**config.mk**
```make
export PLATFORM = sky130hd
export DESIGN_NAME = dmt_frame_mapper
export DESIGN_NICKNAME = d
export VERILOG_FILES = /design/src/rtl/dmt_map_pkg.sv /design/src/rtl/dmt_bit_packer.sv /design/src/rtl/dmt_symbol_store.sv /design/src/rtl/dmt_bin_sequencer.sv /design/src/rtl/dmt_bin_mapper.sv /design/src/rtl/dmt_frame_mapper.sv
export SDC_FILE = /design/constraint.sdc
export NUM_CORES = 1
export LEC_CHECK = 0
export BUFFER_PORTS_ARGS = -buffer_cell sky130_fd_sc_hd__buf_2
export CELL_PAD_IN_SITES_DETAIL_PLACEMENT = 0
export CELL_PAD_IN_SITES_GLOBAL_PLACEMENT = 1
export CORE_MARGIN = 5
export CORE_UTILIZATION = 50
export CTS_CLUSTER_SIZE = 14
export DETAILED_ROUTE_END_ITERATION = 10
export GPL_ROUTABILITY_DRIVEN = 0
export MAX_ROUTING_LAYER = met4
export PLACE_DENSITY_LB_ADDON = 0.15
export SYNTH_ARGS = -nofsm -noshare
export SYNTH_HDL_FRONTEND = slang
export SYNTH_SLANG_ARGS = --single-unit
```
**constraint.sdc**
```tcl
create_clock -name clk -period 5.4 [get_ports clk]
set_input_delay 0.54 -clock clk [delete_from_list [all_inputs] [get_ports clk]]
set_output_delay 0.54 -clock clk [all_outputs]
set_load 0.05 [all_outputs]
```
**src/rtl/dmt_map_pkg.sv**
```systemverilog
package dmt_map_pkg;
    localparam int unsigned CODE_W = 4;
    typedef logic [CODE_W-1:0] sym_code_t;
endpackage

```
**src/rtl/dmt_bit_packer.sv**
```systemverilog
module dmt_bit_packer
    import dmt_map_pkg::*;
#(
    parameter int unsigned N_DATA = 50,
    localparam int unsigned SYM_W = $clog2(N_DATA)
) (
    input  logic             clk,
    input  logic             rst_n,
    input  logic             qam16,
    input  logic             bit_in,
    input  logic             bit_valid,
    input  logic             frame_done,
    output logic             bit_ready,
    output logic             wr_en,
    output logic [SYM_W-1:0] wr_addr,
    output sym_code_t        wr_code,
    output logic             frame_full
);
    localparam logic [SYM_W-1:0] LAST_SYM = SYM_W'(N_DATA - 1);

    typedef struct packed {
        logic             collecting;
        logic [1:0]       bit_cnt;
        logic [SYM_W-1:0] sym_cnt;
        logic [2:0]       shift;
    } pk_state_t;

    pk_state_t st_d, st_q;
    logic      take;
    logic      last_bit;

    always_comb begin
        st_d       = st_q;
        wr_en      = 1'b0;
        frame_full = 1'b0;
        take       = st_q.collecting & bit_valid;
        last_bit   = qam16 ? (st_q.bit_cnt == 2'd3) : (st_q.bit_cnt == 2'd1);
        wr_addr    = st_q.sym_cnt;
        wr_code    = {st_q.shift, bit_in};
        if (take) begin
            st_d.shift = {st_q.shift[1:0], bit_in};
            if (last_bit) begin
                st_d.bit_cnt = 2'd0;
                wr_en        = 1'b1;
                if (st_q.sym_cnt == LAST_SYM) begin
                    st_d.sym_cnt    = '0;
                    st_d.collecting = 1'b0;
                    frame_full      = 1'b1;
                end else begin
                    st_d.sym_cnt = st_q.sym_cnt + 1'b1;
                end
            end else begin
                st_d.bit_cnt = st_q.bit_cnt + 1'b1;
            end
        end
        if (frame_done) begin
            st_d.collecting = 1'b1;
        end
    end

    always_ff @(posedge clk) begin
        if (!rst_n) begin
            st_q <= '{collecting: 1'b1, bit_cnt: 2'd0, sym_cnt: '0, shift: 3'd0};
        end else begin
            st_q <= st_d;
        end
    end

    assign bit_ready = st_q.collecting;
endmodule

```
**src/rtl/dmt_symbol_store.sv**
```systemverilog
module dmt_symbol_store
    import dmt_map_pkg::*;
#(
    parameter int unsigned N_DATA = 50,
    localparam int unsigned SYM_W = $clog2(N_DATA)
) (
    input  logic             clk,
    input  logic             rst_n,
    input  logic             wr_en,
    input  logic [SYM_W-1:0] wr_addr,
    input  sym_code_t        wr_code,
    input  logic [SYM_W-1:0] rd_addr,
    output sym_code_t        rd_code
);
    sym_code_t slot_q [N_DATA];

    for (genvar g = 0; g < N_DATA; g++) begin : g_slot
        sym_code_t slot_d;
        always_comb begin
            slot_d = slot_q[g];
            if (wr_en && (wr_addr == SYM_W'(g))) begin
                slot_d = wr_code;
            end
        end
        always_ff @(posedge clk) begin
            if (!rst_n) begin
                slot_q[g] <= '0;
            end else begin
                slot_q[g] <= slot_d;
            end
        end
    end

    always_comb begin
        rd_code = '0;
        if (int'(rd_addr) < N_DATA) begin
            rd_code = slot_q[rd_addr];
        end
    end
endmodule

```
**src/rtl/dmt_bin_sequencer.sv**
```systemverilog
module dmt_bin_sequencer #(
    parameter int unsigned N_FFT = 128,
    localparam int unsigned IDX_W = $clog2(N_FFT)
) (
    input  logic             clk,
    input  logic             rst_n,
    input  logic             start,
    input  logic             out_ready,
    output logic             out_valid,
    output logic [IDX_W-1:0] out_bin,
    output logic             out_sof,
    output logic             out_eof,
    output logic             done
);
    localparam logic [IDX_W-1:0] LAST_BIN = IDX_W'(N_FFT - 1);

    typedef struct packed {
        logic             emitting;
        logic [IDX_W-1:0] idx;
    } sq_state_t;

    sq_state_t st_d, st_q;

    always_comb begin
        st_d = st_q;
        done = 1'b0;
        if (start) begin
            st_d.emitting = 1'b1;
            st_d.idx      = '0;
        end
        if (st_q.emitting && out_ready) begin
            if (st_q.idx == LAST_BIN) begin
                st_d.emitting = 1'b0;
                done          = 1'b1;
            end else begin
                st_d.idx = st_q.idx + 1'b1;
            end
        end
    end

    always_ff @(posedge clk) begin
        if (!rst_n) begin
            st_q <= '{emitting: 1'b0, idx: '0};
        end else begin
            st_q <= st_d;
        end
    end

    assign out_valid = st_q.emitting;
    assign out_bin   = st_q.idx;
    assign out_sof   = st_q.emitting && (st_q.idx == '0);
    assign out_eof   = st_q.emitting && (st_q.idx == LAST_BIN);
endmodule

```
**src/rtl/dmt_bin_mapper.sv**
```systemverilog
module dmt_bin_mapper
    import dmt_map_pkg::*;
#(
    parameter int unsigned N_FFT  = 128,
    parameter int unsigned N_DATA = 50,
    parameter int unsigned COMP_W = 12,
    parameter int unsigned UNIT   = 256,
    localparam int unsigned IDX_W = $clog2(N_FFT),
    localparam int unsigned SYM_W = $clog2(N_DATA)
) (
    input  logic                     qam16,
    input  logic [IDX_W-1:0]         bin_idx,
    input  sym_code_t                rd_code,
    output logic [SYM_W-1:0]         rd_addr,
    output logic signed [COMP_W-1:0] re,
    output logic signed [COMP_W-1:0] im
);
    localparam logic signed [COMP_W-1:0] LV1 = COMP_W'(UNIT);
    localparam logic signed [COMP_W-1:0] LV3 = COMP_W'(3 * UNIT);

    function automatic logic signed [COMP_W-1:0] axis_level(
        input logic qam, input logic sgn, input logic inner);
        logic signed [COMP_W-1:0] mag;
        mag = (qam && inner) ? LV1 : LV3;
        return sgn ? mag : -mag;
    endfunction

    int   k;
    logic in_low;
    logic in_high;
    logic signed [COMP_W-1:0] sym_re;
    logic signed [COMP_W-1:0] sym_im;

    always_comb begin
        k       = int'(bin_idx);
        in_low  = (k >= 1) && (k <= int'(N_DATA));
        in_high = (k >= int'(N_FFT - N_DATA));
        rd_addr = in_low ? SYM_W'(k - 1) : SYM_W'(int'(N_FFT) - 1 - k);
        if (qam16) begin
            sym_re = axis_level(1'b1, rd_code[3], rd_code[2]);
            sym_im = axis_level(1'b1, rd_code[1], rd_code[0]);
        end else begin
            sym_re = axis_level(1'b0, rd_code[1], 1'b0);
            sym_im = axis_level(1'b0, rd_code[0], 1'b0);
        end
        re = '0;
        im = '0;
        if (in_low) begin
            re = sym_re;
            im = sym_im;
        end else if (in_high) begin
            re = sym_re;
            im = -sym_im;
        end
    end
endmodule

```
**src/rtl/dmt_frame_mapper.sv**
```systemverilog
module dmt_frame_mapper
    import dmt_map_pkg::*;
#(
    parameter int unsigned N_FFT  = 128,
    parameter int unsigned N_DATA = 50,
    parameter int unsigned COMP_W = 12,
    parameter int unsigned UNIT   = 256,
    localparam int unsigned IDX_W = $clog2(N_FFT)
) (
    input  logic                     clk,
    input  logic                     rst_n,
    input  logic                     mode_qam16,
    input  logic                     bits_in,
    input  logic                     bits_valid,
    output logic                     bits_ready,
    output logic                     out_valid,
    input  logic                     out_ready,
    output logic [IDX_W-1:0]         out_bin,
    output logic signed [COMP_W-1:0] out_re,
    output logic signed [COMP_W-1:0] out_im,
    output logic                     out_sof,
    output logic                     out_eof
);
    localparam int unsigned SYM_W = $clog2(N_DATA);

    logic             wr_en;
    logic [SYM_W-1:0] wr_addr;
    sym_code_t        wr_code;
    logic [SYM_W-1:0] rd_addr;
    sym_code_t        rd_code;
    logic             frame_full;
    logic             frame_done;

    dmt_bit_packer #(.N_DATA(N_DATA)) u_packer (
        .clk        (clk),
        .rst_n      (rst_n),
        .qam16      (mode_qam16),
        .bit_in     (bits_in),
        .bit_valid  (bits_valid),
        .frame_done (frame_done),
        .bit_ready  (bits_ready),
        .wr_en      (wr_en),
        .wr_addr    (wr_addr),
        .wr_code    (wr_code),
        .frame_full (frame_full)
    );

    dmt_symbol_store #(.N_DATA(N_DATA)) u_store (
        .clk     (clk),
        .rst_n   (rst_n),
        .wr_en   (wr_en),
        .wr_addr (wr_addr),
        .wr_code (wr_code),
        .rd_addr (rd_addr),
        .rd_code (rd_code)
    );

    dmt_bin_sequencer #(.N_FFT(N_FFT)) u_seq (
        .clk       (clk),
        .rst_n     (rst_n),
        .start     (frame_full),
        .out_ready (out_ready),
        .out_valid (out_valid),
        .out_bin   (out_bin),
        .out_sof   (out_sof),
        .out_eof   (out_eof),
        .done      (frame_done)
    );

    dmt_bin_mapper #(
        .N_FFT (N_FFT),
        .N_DATA(N_DATA),
        .COMP_W(COMP_W),
        .UNIT  (UNIT)
    ) u_map (
        .qam16   (mode_qam16),
        .bin_idx (out_bin),
        .rd_code (rd_code),
        .rd_addr (rd_addr),
        .re      (out_re),
        .im      (out_im)
    );
endmodule

```
==> metrics.txt, run 1 <==
result of the run=completed; initial detailed-routing violation count=909; Fin. Hold Viols=0; final setup margin=0.182 ns; Synth top cells by count=edfxtp_1, and2_1, nor2_1; Final Net Count=1083; drt drc=0; Setup Skew=0.0226 ns; clk slew on worst S/H paths=0.06 ns; Post-Syn Instances=1069; Area Growth Syn to Fin=9.83%; dpl ws=0.600 ns; Critical Path AT=4.68 ns; CORE AREA=22700 um^2; Worst slew margin=38.7%; HPWL after detailed placement=22200 um; hold_buf cts=0; Area contributors post-synth=edfxtp_1, and2_1, mux2i_1; first-pass detailed-route iteration total=6; RSZ-0062 raised after global routing=true; count of buffers from port buffering=24; worst-margin pin slew=0.920 ns; die area=26200 um^2; max incr delay on CP=0.55 ns; Max FO, Critical Path=16; Die Ht=162 um; row cnt=55; Skew-Pair Late Insertion Delay=0.54 ns; FF+latch count, synth=220; critical path capture point type=primary output; CTS Root Cell=clkbuf_16; cts bufs inserted=25; n_diodes=0; share of cells above drive strength 1=11.9%; total wire length=32700 um; period utilization=96.6%; first-pass GRT wire length=49600 um; Core Util, Final=55.9%; syn_area_per_cell=10.8 um^2; Setup Viol. Count Final=0; slowest CP cell=or4_4; ys flop type=edfxtp_1; CTS tree=done; post-synthesis sequential area ratio=55.5%; Max Freq=192 MHz; Yosys cell types=61; clk sinks=220; YS warnings=0; Final Critical Period=5.22 ns; share of the synthesized area in the top cell type=52.0%; placed cells=1325; Synth Cell Area=11500 um^2; Most common cell on crit path=buf_4; Wirelength per Cell=23.8 um; setup total negative slack=0 ns; max cap viols=0; vias in the first global route=8000; Post-synth EDFFs=200; Leak=4.72 nW; GRT overflow=0; Critical path buffers and inverters=3; Initial Util=50.9%; asr flop ratio synth=0%; Hold WC Path Type=in2reg; Final Max Tran Viols=0; H-tree depth=1; Boundary Pins=41; PwrDens=297 nW/um^2; final std cells w/o fill=1372; vias per std cell=6.03; DR vias=8270; die width=162 um; antenna violations before repair=0; kind of critical path=reg2out; CTS max path bufs=3; count leader, synth=edfxtp_1; Fill cells=1979; crit path cell chain=buf_4 > ha_1 > or3_1 > o21ai_2 > o31a_4 > buf_4 > mux2i_1 > mux4_2 > a32o_1 > or4_4 > xnor2_1 > a211oi_4 > buf_2; startpoint types=register; Global Route Usage Sum=25.8%; data required time of the critical path=4.86 ns; largest net degree at the start of global routing=58; CP top delay family=compound AO/OA/AOI/OAI gates; area leader, netlist=edfxtp_1; Max VDD drop=248 uV; Antenna Violating Nets Remaining=0
worst min-delay path, delay by kind of cell:
| kind | cells | cell delay [ns] |
|---|---|---|
| AOI/OAI and AO/OA | 1 | 0.05 |
| buffers and inverters | 1 | 0.13 |
| and+or+nand+nor | 1 | 0.08 |
final cells by class:
| cell class | instances | area, um^2 | area share (%) |
|---|---|---|---|
| clock buffers | 35 | 673 | 5.31 |
| clock inverters | 11 | 125 | 0.986 |
| inverters | 10 | 41.3 | 0.326 |
| multi-input cells | 755 | 4710 | 37.1 |
| flip-flops and latches | 220 | 6410 | 50.5 |
| well taps | 285 | 357 | 2.81 |
| repair buffers | 56 | 373 | 2.94 |
flip-flops by register name, summed over array words and instances (netlist names):
register,flops
u_packer.wr_addr,6
u_packer.st_q,2
u_seq.out_valid,1
u_store.slot_q,200
u_packer.wr_code,3
u_packer.bit_ready,1
u_seq.out_bin,7
cells in the final DEF (no fill, tap or decap), drive strengths merged, types with 7 or more instances in the layout:
cell	instances
nor3	12
edfxtp	200
conb	16
o21ai	72
dfxtp	20
inv	9
nor2	114
nand3	48
ha	9
and2	163
nor4	11
and3	12
mux2i	47
nand2	92
nand4	13
clkinv	9
buf	56
mux4	16
clkbuf	35
o22ai	7
a21oi	33
path summary, 6_finish.rpt:
path	startpoint	to	slack (ns)	cells after the start
max	u_seq.out_bin[0]	out_re[9]	0.18	13
min	bits_valid	u_packer.wr_code[2]	0.31	3
max reg2reg	u_packer.bit_ready	u_store.slot_q[15][1]	2.38	5
min reg2reg	u_packer.st_q[9]	u_packer.st_q[9]	0.52	2
power by group:
group	internal [mW]	switching [mW]
Sequential	1.93	0.0321
Combinational	0.0352	0.114
Clock	0.972	0.690
Total	2.93	0.836
logic make-up after synthesis:
group | synth area share, %
mux | 7.19
buf+inv | 4.93
flops | 55.5
fa+ha+maj | 0.975
simple gates | 22.2
compound gates | 8.41
xor+xnor | 0.834
other cells | 0.0325
per-layer routing:
layer | share of wire (%) | global-route usage (%) | routed length (um)
met1 | 43 | 35.6 | 13900
met2 | 46 | 39.6 | 14900
met3 | 8.6 | 4.85 | 2820
met4 | 3.2 | 7.23 | 1060
met5 | 0 | - | 0
stage by stage:
stage                     total power, mW  hold slack, ns  cell area, um^2
after floorplan                      2.09           0.480            11600
after global placement               2.14           0.498            11800
after detailed placement             2.14           0.498            11800
after CTS                            3.79           0.287            12600
after global routing                 3.88           0.312            12700
final                                3.77           0.309            12700
timing repair:
item,in CTS,in global routing
setup endpoints to repair,0,4
gates resized for setup,0,6
setup buffers,0,1
No activity file was read; power rests on OpenSTA's default activity.
==> run 2, diff against run 1 <==
--- a/config.mk
+++ b/config.mk
@@ -10,11 +10,12 @@
 export CELL_PAD_IN_SITES_GLOBAL_PLACEMENT = 1
 export CORE_MARGIN = 5
 export CORE_UTILIZATION = 50
+export CTS_BUF_LIST = sky130_fd_sc_hd__clkbuf_16
 export CTS_CLUSTER_SIZE = 14
 export DETAILED_ROUTE_END_ITERATION = 10
 export GPL_ROUTABILITY_DRIVEN = 0
-export MAX_ROUTING_LAYER = met4
 export PLACE_DENSITY_LB_ADDON = 0.15
+export SKIP_CTS_REPAIR_TIMING = 1
 export SYNTH_ARGS = -nofsm -noshare
 export SYNTH_HDL_FRONTEND = slang
 export SYNTH_SLANG_ARGS = --single-unit
==> run 2 against run 1 <==
Effect of this change:
- critical endpoint unchanged
- critical path type unchanged
- highest routed layer unchanged
- via count about the same
- maximum frequency about the same
- sequential power hardly changed
==> metrics.txt, run 2 (synthesis results as in run 1) <==
Skew-Pair Late Insertion Delay=0.54 ns (about the same); Max FO, Critical Path=16 (unchanged); n_diodes=0 (unchanged); Cell Int Power=2.90 mW (-1.1%); PwrDens=295 nW/um^2 (-0.73%); switching portion of total power=22.4% (+0.24 points); kind of critical path=reg2out; HP Start=bits_valid; Fin. Hold Viols=0 (unchanged); Critical Path AT=4.67 ns (about the same); Core Util, Final=55.8% (about the same); vias in the first global route=8011 (+0.14%); Global Route Usage Sum=25.0% (-0.74 points); Clock power frac=43.7% (-0.4 points); final setup margin=0.187 ns (+0.00496 ns); CORE AREA=22700 um^2 (unchanged); drt drc=0 (unchanged); H-tree depth=1 (unchanged); HPWL after detailed placement=22200 um (unchanged); cts bufs inserted=25 (unchanged); GRT overflow=0 (unchanged); first-pass GRT wire length=49600 um (about the same); result of the run=completed; share of cells above drive strength 1=11.9% (about the same); Worst slew margin=38.5% (-0.17 points); startpoint types=register; CTS Root Cell=clkbuf_16; Hold Path Depth=3 (unchanged); max cap viols=0 (unchanged); antenna violations before repair=0 (unchanged); combinational power share=4.0% (about the same); Top reg by flops=u_store.slot_q; Area Growth Syn to Fin=9.80% (about the same); Final Net Count=1084 (+0.092%); initial detailed-routing violation count=921 (+1.3%); worst-margin pin slew=0.922 ns (+0.00259 ns); commonest non-fill, non-tap cell in the layout=edfxtp_1; die width=162 um (unchanged); DR vias=8275 (+0.060%); Net Sw Power=839 uW (+0.34%); CTS max path bufs=3 (unchanged); Final Max Tran Viols=0 (unchanged); Leak=4.76 nW (+0.79%); Largest register FFs=200 (unchanged); Final Critical Period=5.21 ns (-0.00497 ns); total wire length=32700 um (about the same); clk slew on worst S/H paths=0.06 ns (about the same); Antenna Violating Nets Remaining=0 (unchanged); Boundary Pins=41 (unchanged); CP startpoint=u_seq.out_bin[0]; Hold WC Path Type=in2reg; count of buffers from port buffering=24 (unchanged); r2r startpoint=u_packer.bit_ready; first-pass detailed-route iteration total=5 (-1); Seq pwr share=52.3% (+0.4 points); data required time of the critical path=4.86 ns (about the same); most frequent cells in the layout=edfxtp_1, and2_1, nor2_1; critical path capture point type=primary output; Die Ht=162 um (unchanged); RSZ-0062 raised after global routing=true; Initial Util=50.9% (unchanged); Max Freq=192 MHz (about the same); CTS tree=done; die area=26200 um^2 (unchanged); largest net degree at the start of global routing=58 (unchanged); vias per std cell=6.03 (about the same); Setup Viol. Count Final=0 (unchanged); Setup Skew=0.0191 ns (-0.00356 ns); period utilization=96.5% (about the same); dpl ws=0.600 ns (unchanged); reg2reg path depth=5 (unchanged); row cnt=55 (unchanged); Max VDD drop=248 uV (about the same); clk sinks=220 (unchanged); Wirelength per Cell=23.8 um (about the same)
run 2: layout make-up:
class | count | area, um^2
Multi-Input combinational cell | 755 | 4710
Inverter | 10 | 41.3
Sequential cell | 220 | 6410
Clock inverter | 21 | 163
Fill cell | 1981 | 10000
Tap cell | 285 | 357
Timing Repair Buffer | 57 | 380
Clock buffer | 25 | 626
run 2: through the flow:
step	setup TNS, ns	hold WS [ns]	total power, mW	cell area, um^2	cells
floorplan	-0.451	0.480	2.09	11600	1084
global placement	0	0.498	2.14	11800	1325
detailed placement	0	0.498	2.14	11800	1325
CTS	0	0.287	3.76	12600	1371
global route	-0.0547	0.314	3.85	12700	1373
finish	0	0.311	3.74	12700	1373
run 2: metal layers:
metal	part of all wire [%]	vias up	track usage [%]
met2	46	347	39.4
li1	-	3798	-
met4	3.3	0	7.23
met3	8.2	67	5.05
met1	43	4063	35.6
met5	0	-	0
run 2: critical path, stage by stage (launching register included):
cell and delay (ns):
dfxtp_1 0.34, buf_4 0.20, ha_1 0.24, or3_1 0.44
o21ai_2 0.22, o31a_4 0.26, buf_4 0.24, mux2i_1 0.14
mux4_2 0.48, a32o_1 0.23, or4_4 0.55, xnor2_1 0.18
a211oi_4 0.30, buf_2 0.31
run 2: final timing paths:
path                                end  slack [ns]
setup / recovery              out_re[9]        0.19
hold / removal      u_packer.wr_code[2]        0.31
setup reg to reg  u_store.slot_q[15][1]        2.35
hold reg to reg        u_packer.st_q[9]        0.51
run 2: power groups by stage:
stage / logic (mW) / registers, mW / clock network [mW]
2_1_floorplan: 0.117 / 1.97 / 0
3_3_place_gp: 0.148 / 1.99 / 0
3_5_place_dp: 0.148 / 1.99 / 0
4_1_cts: 0.149 / 1.96 / 1.65
5_1_grt: 0.160 / 1.96 / 1.73
6_report: 0.149 / 1.96 / 1.63
